--- src/rtl/shdr_pkg.sv ---
package shdr_pkg;

  localparam int HDR_W = 2;

  typedef struct packed {
    logic mb;
    logic emb;
  } shdr_mark_t;

  function automatic logic hdr_ok(input logic [HDR_W-1:0] h);
    return h[0] ^ h[1];
  endfunction

endpackage

--- src/rtl/shdr_window.sv ---
module shdr_window #(
  parameter int BLK_W = 66,
  localparam int OFF_W = $clog2(BLK_W)
) (
  input  logic             clk,
  input  logic             rst,
  input  logic             take,
  input  logic [BLK_W-1:0] word,
  input  logic [OFF_W-1:0] off,
  output logic [BLK_W-1:0] blk
);

  logic [BLK_W-1:0]   prev_q;
  logic [2*BLK_W-1:0] cat;

  assign cat = {word, prev_q};
  assign blk = cat[off +: BLK_W];

  always_ff @(posedge clk) begin
    if (rst)       prev_q <= '0;
    else if (take) prev_q <= word;
  end

endmodule

--- src/rtl/shdr_lock.sv ---
module shdr_lock #(
  parameter int BLK_W  = 66,
  parameter int GOOD_N = 64,
  parameter int BAD_N  = 16,
  parameter int WIN_N  = 64,
  localparam int OFF_W = $clog2(BLK_W),
  localparam int GC_W  = $clog2(GOOD_N),
  localparam int BC_W  = $clog2(BAD_N),
  localparam int WC_W  = $clog2(WIN_N)
) (
  input  logic             clk,
  input  logic             rst,
  input  logic             take,
  input  logic [1:0]       hdr,
  output logic             locked,
  output logic             lose,
  output logic [OFF_W-1:0] off
);
  import shdr_pkg::*;

  logic             lock_q, lock_n;
  logic [OFF_W-1:0] off_q, off_n, off_slip;
  logic [GC_W-1:0]  good_q, good_n;
  logic [BC_W-1:0]  bad_q, bad_n;
  logic [WC_W-1:0]  win_q, win_n;
  logic             legal;

  assign legal    = hdr_ok(hdr);
  assign off_slip = (off_q == OFF_W'(BLK_W-1)) ? '0 : off_q + OFF_W'(1);

  always_comb begin
    lock_n = lock_q;
    off_n  = off_q;
    good_n = good_q;
    bad_n  = bad_q;
    win_n  = win_q;
    lose   = 1'b0;
    if (take) begin
      if (!lock_q) begin
        if (legal) begin
          if (good_q == GC_W'(GOOD_N-1)) begin
            lock_n = 1'b1;
            good_n = '0;
            bad_n  = '0;
            win_n  = '0;
          end else begin
            good_n = good_q + GC_W'(1);
          end
        end else begin
          good_n = '0;
          off_n  = off_slip;
        end
      end else if (!legal && bad_q == BC_W'(BAD_N-1)) begin
        lose   = 1'b1;
        lock_n = 1'b0;
        off_n  = off_slip;
        good_n = '0;
        bad_n  = '0;
        win_n  = '0;
      end else begin
        if (!legal) bad_n = bad_q + BC_W'(1);
        if (win_q == WC_W'(WIN_N-1)) begin
          win_n = '0;
          bad_n = '0;
        end else begin
          win_n = win_q + WC_W'(1);
        end
      end
    end
  end

  always_ff @(posedge clk) begin
    if (rst) begin
      lock_q <= 1'b0;
      off_q  <= '0;
      good_q <= '0;
      bad_q  <= '0;
      win_q  <= '0;
    end else begin
      lock_q <= lock_n;
      off_q  <= off_n;
      good_q <= good_n;
      bad_q  <= bad_n;
      win_q  <= win_n;
    end
  end

  assign locked = lock_q;
  assign off    = off_q;

endmodule

--- src/rtl/shdr_mbtrack.sv ---
module shdr_mbtrack #(
  parameter int MSG_LEN   = 32,
  parameter int PILOT_LEN = 5,
  parameter logic [PILOT_LEN-1:0] PILOT = 5'b00001,
  parameter int CONFIRM_N = 4,
  parameter int MISS_N    = 4,
  parameter int EMB_LEN   = 4,
  localparam int PW = $clog2(MSG_LEN),
  localparam int HW = $clog2(CONFIRM_N + 1),
  localparam int MW = $clog2(MISS_N + 1),
  localparam int EW = (EMB_LEN > 1) ? $clog2(EMB_LEN) : 1
) (
  input  logic clk,
  input  logic rst,
  input  logic take,
  input  logic active,
  input  logic flush,
  input  logic msg_bit,
  output logic mb_locked,
  output logic mb_first,
  output logic emb_first
);

  logic [MSG_LEN-1:0] msg_q, msg_n;
  logic               cand_q, cand_n;
  logic [HW-1:0]      hits_q, hits_n;
  logic [PW-1:0]      pos_q, pos_n;
  logic               mlock_q, mlock_n;
  logic [MW-1:0]      miss_q, miss_n;
  logic               match, last, gain, emb_zero;

  assign match = {msg_q[PILOT_LEN-2:0], msg_bit} == PILOT;
  assign last  = pos_q == PW'(MSG_LEN-1);

  always_comb begin
    msg_n   = msg_q;
    cand_n  = cand_q;
    hits_n  = hits_q;
    pos_n   = pos_q;
    mlock_n = mlock_q;
    miss_n  = miss_q;
    gain    = 1'b0;
    if (take && flush) begin
      msg_n   = '0;
      cand_n  = 1'b0;
      hits_n  = '0;
      pos_n   = '0;
      mlock_n = 1'b0;
      miss_n  = '0;
    end else if (take && active) begin
      msg_n = {msg_q[MSG_LEN-2:0], msg_bit};
      if (!mlock_q) begin
        if (!cand_q) begin
          if (match) begin
            cand_n = 1'b1;
            pos_n  = '0;
            hits_n = HW'(1);
          end
        end else if (last) begin
          pos_n = '0;
          if (match) begin
            if (hits_q == HW'(CONFIRM_N-1)) begin
              mlock_n = 1'b1;
              gain    = 1'b1;
              hits_n  = '0;
              miss_n  = '0;
            end else begin
              hits_n = hits_q + HW'(1);
            end
          end else begin
            cand_n = 1'b0;
            hits_n = '0;
          end
        end else begin
          pos_n = pos_q + PW'(1);
        end
      end else if (last) begin
        pos_n = '0;
        if (match) begin
          miss_n = '0;
        end else if (miss_q == MW'(MISS_N-1)) begin
          mlock_n = 1'b0;
          cand_n  = 1'b0;
          hits_n  = '0;
          miss_n  = '0;
        end else begin
          miss_n = miss_q + MW'(1);
        end
      end else begin
        pos_n = pos_q + PW'(1);
      end
    end
  end

  always_ff @(posedge clk) begin
    if (rst) begin
      msg_q   <= '0;
      cand_q  <= 1'b0;
      hits_q  <= '0;
      pos_q   <= '0;
      mlock_q <= 1'b0;
      miss_q  <= '0;
    end else begin
      msg_q   <= msg_n;
      cand_q  <= cand_n;
      hits_q  <= hits_n;
      pos_q   <= pos_n;
      mlock_q <= mlock_n;
      miss_q  <= miss_n;
    end
  end

  generate
    if (EMB_LEN == 1) begin : g_emb_one
      assign emb_zero = 1'b1;
    end else begin : g_emb_cnt
      logic [EW-1:0] emb_q;
      always_ff @(posedge clk) begin
        if (rst || (take && (flush || gain))) begin
          emb_q <= '0;
        end else if (take && mlock_q && pos_q == '0) begin
          emb_q <= (emb_q == EW'(EMB_LEN-1)) ? '0 : emb_q + EW'(1);
        end
      end
      assign emb_zero = emb_q == '0;
    end
  endgenerate

  assign mb_locked = mlock_q;
  assign mb_first  = mlock_q && pos_q == '0;
  assign emb_first = mb_first && emb_zero;

endmodule

--- src/rtl/shdr_aligner.sv ---
module shdr_aligner #(
  parameter int BLK_W     = 66,
  parameter int GOOD_N    = 64,
  parameter int BAD_N     = 16,
  parameter int WIN_N     = 64,
  parameter int MSG_LEN   = 32,
  parameter int PILOT_LEN = 5,
  parameter logic [PILOT_LEN-1:0] PILOT = 5'b00001,
  parameter int CONFIRM_N = 4,
  parameter int MISS_N    = 4,
  parameter int EMB_LEN   = 4,
  localparam int PAY_W = BLK_W - shdr_pkg::HDR_W,
  localparam int OFF_W = $clog2(BLK_W)
) (
  input  logic             clk,
  input  logic             rst,
  input  logic             in_valid,
  output logic             in_ready,
  input  logic [BLK_W-1:0] in_word,
  output logic             out_valid,
  input  logic             out_ready,
  output logic [PAY_W-1:0] out_data,
  output logic             out_mb_start,
  output logic             out_emb_start,
  output logic             block_lock,
  output logic             mb_lock
);
  import shdr_pkg::*;

  logic             take;
  logic [BLK_W-1:0] blk;
  logic [OFF_W-1:0] off;
  logic             locked, lose;
  logic             mb_first, emb_first, mb_locked;
  logic             ovalid_q;
  logic [PAY_W-1:0] odata_q;
  shdr_mark_t       mark_q;

  assign in_ready = !ovalid_q || out_ready;
  assign take     = in_valid && in_ready;

  shdr_window #(.BLK_W(BLK_W)) u_window (
    .clk  (clk),
    .rst  (rst),
    .take (take),
    .word (in_word),
    .off  (off),
    .blk  (blk)
  );

  shdr_lock #(
    .BLK_W (BLK_W),
    .GOOD_N(GOOD_N),
    .BAD_N (BAD_N),
    .WIN_N (WIN_N)
  ) u_lock (
    .clk   (clk),
    .rst   (rst),
    .take  (take),
    .hdr   (blk[HDR_W-1:0]),
    .locked(locked),
    .lose  (lose),
    .off   (off)
  );

  shdr_mbtrack #(
    .MSG_LEN  (MSG_LEN),
    .PILOT_LEN(PILOT_LEN),
    .PILOT    (PILOT),
    .CONFIRM_N(CONFIRM_N),
    .MISS_N   (MISS_N),
    .EMB_LEN  (EMB_LEN)
  ) u_mb (
    .clk      (clk),
    .rst      (rst),
    .take     (take),
    .active   (locked),
    .flush    (lose),
    .msg_bit  (blk[0]),
    .mb_locked(mb_locked),
    .mb_first (mb_first),
    .emb_first(emb_first)
  );

  always_ff @(posedge clk) begin
    if (rst) begin
      ovalid_q <= 1'b0;
      odata_q  <= '0;
      mark_q   <= '0;
    end else if (take) begin
      ovalid_q   <= locked;
      odata_q    <= blk[BLK_W-1:HDR_W];
      mark_q.mb  <= locked && mb_first;
      mark_q.emb <= locked && emb_first;
    end else if (out_ready) begin
      ovalid_q <= 1'b0;
      mark_q   <= '0;
    end
  end

  assign out_valid     = ovalid_q;
  assign out_data      = odata_q;
  assign out_mb_start  = mark_q.mb;
  assign out_emb_start = mark_q.emb;
  assign block_lock    = locked;
  assign mb_lock       = mb_locked;

endmodule

--- config.mk ---
export PLATFORM = sky130hd
export DESIGN_NAME = shdr_aligner
export DESIGN_NICKNAME = d
export VERILOG_FILES = /design/src/rtl/shdr_pkg.sv /design/src/rtl/shdr_window.sv /design/src/rtl/shdr_lock.sv /design/src/rtl/shdr_mbtrack.sv /design/src/rtl/shdr_aligner.sv
export SDC_FILE = /design/constraint.sdc
export NUM_CORES = 1
export LEC_CHECK = 0
export BUFFER_PORTS_ARGS = -buffer_cell sky130_fd_sc_hd__buf_2
export CAP_MARGIN = 0
export CORE_UTILIZATION = 55
export CTS_CLUSTER_SIZE = 24
export DETAILED_ROUTE_END_ITERATION = 16
export PLACE_DENSITY = 0.8
export REMOVE_ABC_BUFFERS = 1
export SYNTH_ARGS = -nofsm -noshare
export SYNTH_HDL_FRONTEND = slang
export SYNTH_SLANG_ARGS = --single-unit
--- constraint.sdc ---
create_clock -name clk -period 7.82 [get_ports clk]
set_input_delay 0.782 -clock clk [delete_from_list [all_inputs] [get_ports clk]]
set_output_delay 0.782 -clock clk [all_outputs]
set_load 0.02 [all_outputs]
==> impl_metrics.tcl <==
set metrics [dict create \
    reg2reg_from "u_lock.off[1]" \
    crit_type "flip-flop to flip-flop" \
    hpwl_um 43300 \
    die_w_um 176 \
    clock_skew_ps 18.5 \
    drc 0 \
    grt_usage 0.388 \
    ir_drop_mv 0.181 \
    hold_path.class "flip-flop to flip-flop" \
    power_frac_comb 0.538 \
    floorplan.initialDensity 0.559 \
    p_seq_frac 0.259 \
    antenna-diode-count 0 \
    synth_flop_cell "dfxtp_1" \
    gp_congestion 1.06 \
    mostFrequentLayoutCells "384 x nand2_1, 208 x nor2_1, 183 x mux2i_1, 169 x dfxtp_1, 139 x a21oi_1" \
    synth_edf_count 0 \
    place_ws_ps 3020 \
    drive_gt1_frac 0.215 \
    drt_pass1_iterations 7 \
    grt_pass1_vias 14800 \
    setup.worst_path.end_class "flip-flop" \
    layout_commonest_cell "nand2_1" \
    grtUsageMet1 0.523 \
    drt.antenna.violating_nets 0 \
    period_share 0.622 \
    core-area_um2 29700 \
    wl_per_cell_um 25.1 \
    finalSetupViolCount 0 \
    cts_setup_buffers 0 \
    ys_seq_area_frac 0.212 \
    synthCells 1993 \
    die_area_um2 30900 \
    swShare 0.446 \
    p_switching_mw 1.88 \
    grt_setup_unrepaired "no" \
    p_leak_nw 6.93 \
    slew_viol_final 0 \
    cts_buffer_depth 2 \
    cts_resized 0 \
    io_buffers 139 \
    startpoint_type "flip-flop" \
    rrSetupSlack_ps 2960 \
    cts-root-buf "clkbuf_16" \
    r2r_end "u_lock.bad_q[3]" \
    area_delta_synth_final_pct 6.40 \
    vias 16600 \
    hold_depth 2 \
    use_met3 0.0974 \
    nNetsFinal 2064 \
    cts_tree "yes" \
    synth_area_per_cell_um2 8.34 \
    clk_pin_slew_worst_paths_ps 80 \
    ys_ff_latch 176 \
    use_met2 0.577 \
    synth_warnings 0 \
    hold_viol 0 \
    clk_latency_ps 480 \
    cts_htree_levels 4 \
    required_ps 8230 \
    finalCriticalPeriod_ps 4860 \
    rows 63 \
    critPathArrivalTime_ps 5270 \
    synthArstFlopShare 0 \
    fmax_ghz 0.206 \
    cts_buffers 17 \
    clkPwrFrac 0.203 \
    gr-total-overflow 0 \
    hold_buffers 0 \
    status "complete, no violations" \
    viasPerCell 6.98 \
    worst_pin_slew_ps 1240 \
    netlist_area_um2 16600 \
    antenna_found_initial 0 \
    powerDensity_nw_per_um2 238 \
    slew_headroom 0.168 \
    maxCapViolations 0 \
    cts_sinks 176 \
    p_int_mw 2.33 \
    drt_iter0_drc 2559 \
    fin_ws_ps 2960 \
    min-delay-start "u_mb.msg_q[2]" \
    io_pins 140 \
    whs_endpoint "u_mb.msg_q[3]" \
    die_h_um 176 \
    cp_max_fo 110 \
    wirelength_um 59800 \
    ys_types 75 \
    busiest_layer "met2" \
    total_power_mw 4.21 \
    grt_pass1_wl_um 90700 \
    r2r_cells 10 \
    grt_max_degree 111 \
]
## flip-flops by register name, summed over array words and instances, names as in the netlist
name / cells
u_window.prev_q: 66
out_data: 64
u_lock.off: 7
u_lock.good_q: 6
u_lock.win_q: 6
u_mb.pos_q: 5
u_lock.bad_q: 4
u_mb.msg_q: 4
u_mb.hits_q: 3
u_mb.miss_q: 3
u_mb.g_emb_cnt.emb_q: 2
out_emb_start: 1
out_mb_start: 1
out_valid: 1
u_lock.locked: 1
u_mb.cand_q: 1
u_mb.mb_locked: 1
## worst max-delay path by stage
stage	cells after the start	end	from
floorplan	9	u_mb.g_emb_cnt.emb_q[0]	u_lock.off[1]
global route	10	u_lock.bad_q[0]	u_lock.off[1]
global placement	10	u_lock.bad_q[3]	u_lock.off[1]
CTS	10	u_lock.bad_q[3]	u_lock.off[1]
detailed placement	10	u_lock.bad_q[0]	u_lock.off[1]
finish	10	u_lock.bad_q[3]	u_lock.off[1]
## layout make-up
type / count / area (um2)
tap: 390 / 488
clock inverter: 15 / 139
fill: 2707 / 12000
inverter: 18 / 72.6
multi-input combinational: 1605 / 12100
sequential: 176 / 3540
clock buffer: 17 / 425
timing repair buffer: 164 / 911
## worst max-delay path, stage by stage, from the launching register on
cell       delay [ps]
dfxtp_4           970
buf_12            590
mux4_2            610
mux2_2            290
o2bb2ai_1         150
o31ai_2           350
a211oi_4          140
or3_1             520
a31oi_1           630
o221ai_1          280
a21oi_1           170
## power by group through the flow
stage	sequential (mW)	combinational [mW]	clock, mW
5_1_grt	1.10	2.39	0.897
4_1_cts	1.08	2.19	0.863
3_5_place_dp	1.10	2.18	0
6_report	1.09	2.26	0.854
3_3_place_gp	1.10	2.16	0
2_1_floorplan	1.26	1.61	0
## metal layers
layer / share of wire / vias up
met2: 0.43 / 1124
met1: 0.39 / 7991
met4: 0.051 / 0
met5: 0 / -
li1: - / 7361
met3: 0.12 / 167
## cell families after synthesis
group,Yosys count,synth area share
muxes,396,0.356
and+or+nand+nor,736,0.184
xor gates and xnor gates,6,0.00316
AOI/OAI and AO/OA,455,0.176
DFF,176,0.212
buffers and inverters,212,0.0604
adders and majority gates,12,0.00903
## Yosys cell counts (all sizes together) (9+ instances only)
cell type	number	area [um2]
a211oi	47	365
a21oi	140	704
a22oi	14	105
a31oi	16	106
and2	10	62.6
and3	12	75.1
buf	79	504
clkbuf	115	432
dfxtp	176	3520
ha	12	150
inv	16	60.1
mux2	67	754
mux2i	184	1850
mux4	145	3300
nand2	385	1450
nand3	32	160
nor2	209	787
nor3	34	175
o211ai	27	203
o21ai	106	534
o221ai	22	193
o22ai	10	62.6
o31ai	9	72.6
or3	11	68.8
## per-stage QoR
step                area (um2)  setup TNS, ps  hold slack [ps]  instances  utilization
global route             17700              0              480       2385        0.595
finish                   17700              0              457       2385        0.595
floorplan                15700         -70720              430       1799            -
CTS                      17700              0              458       2385        0.595
global placement         17100              0              441       2353        0.576
detailed placement       17100              0              444       2353        0.576
No activity file was read; power rests on OpenSTA's default activity.
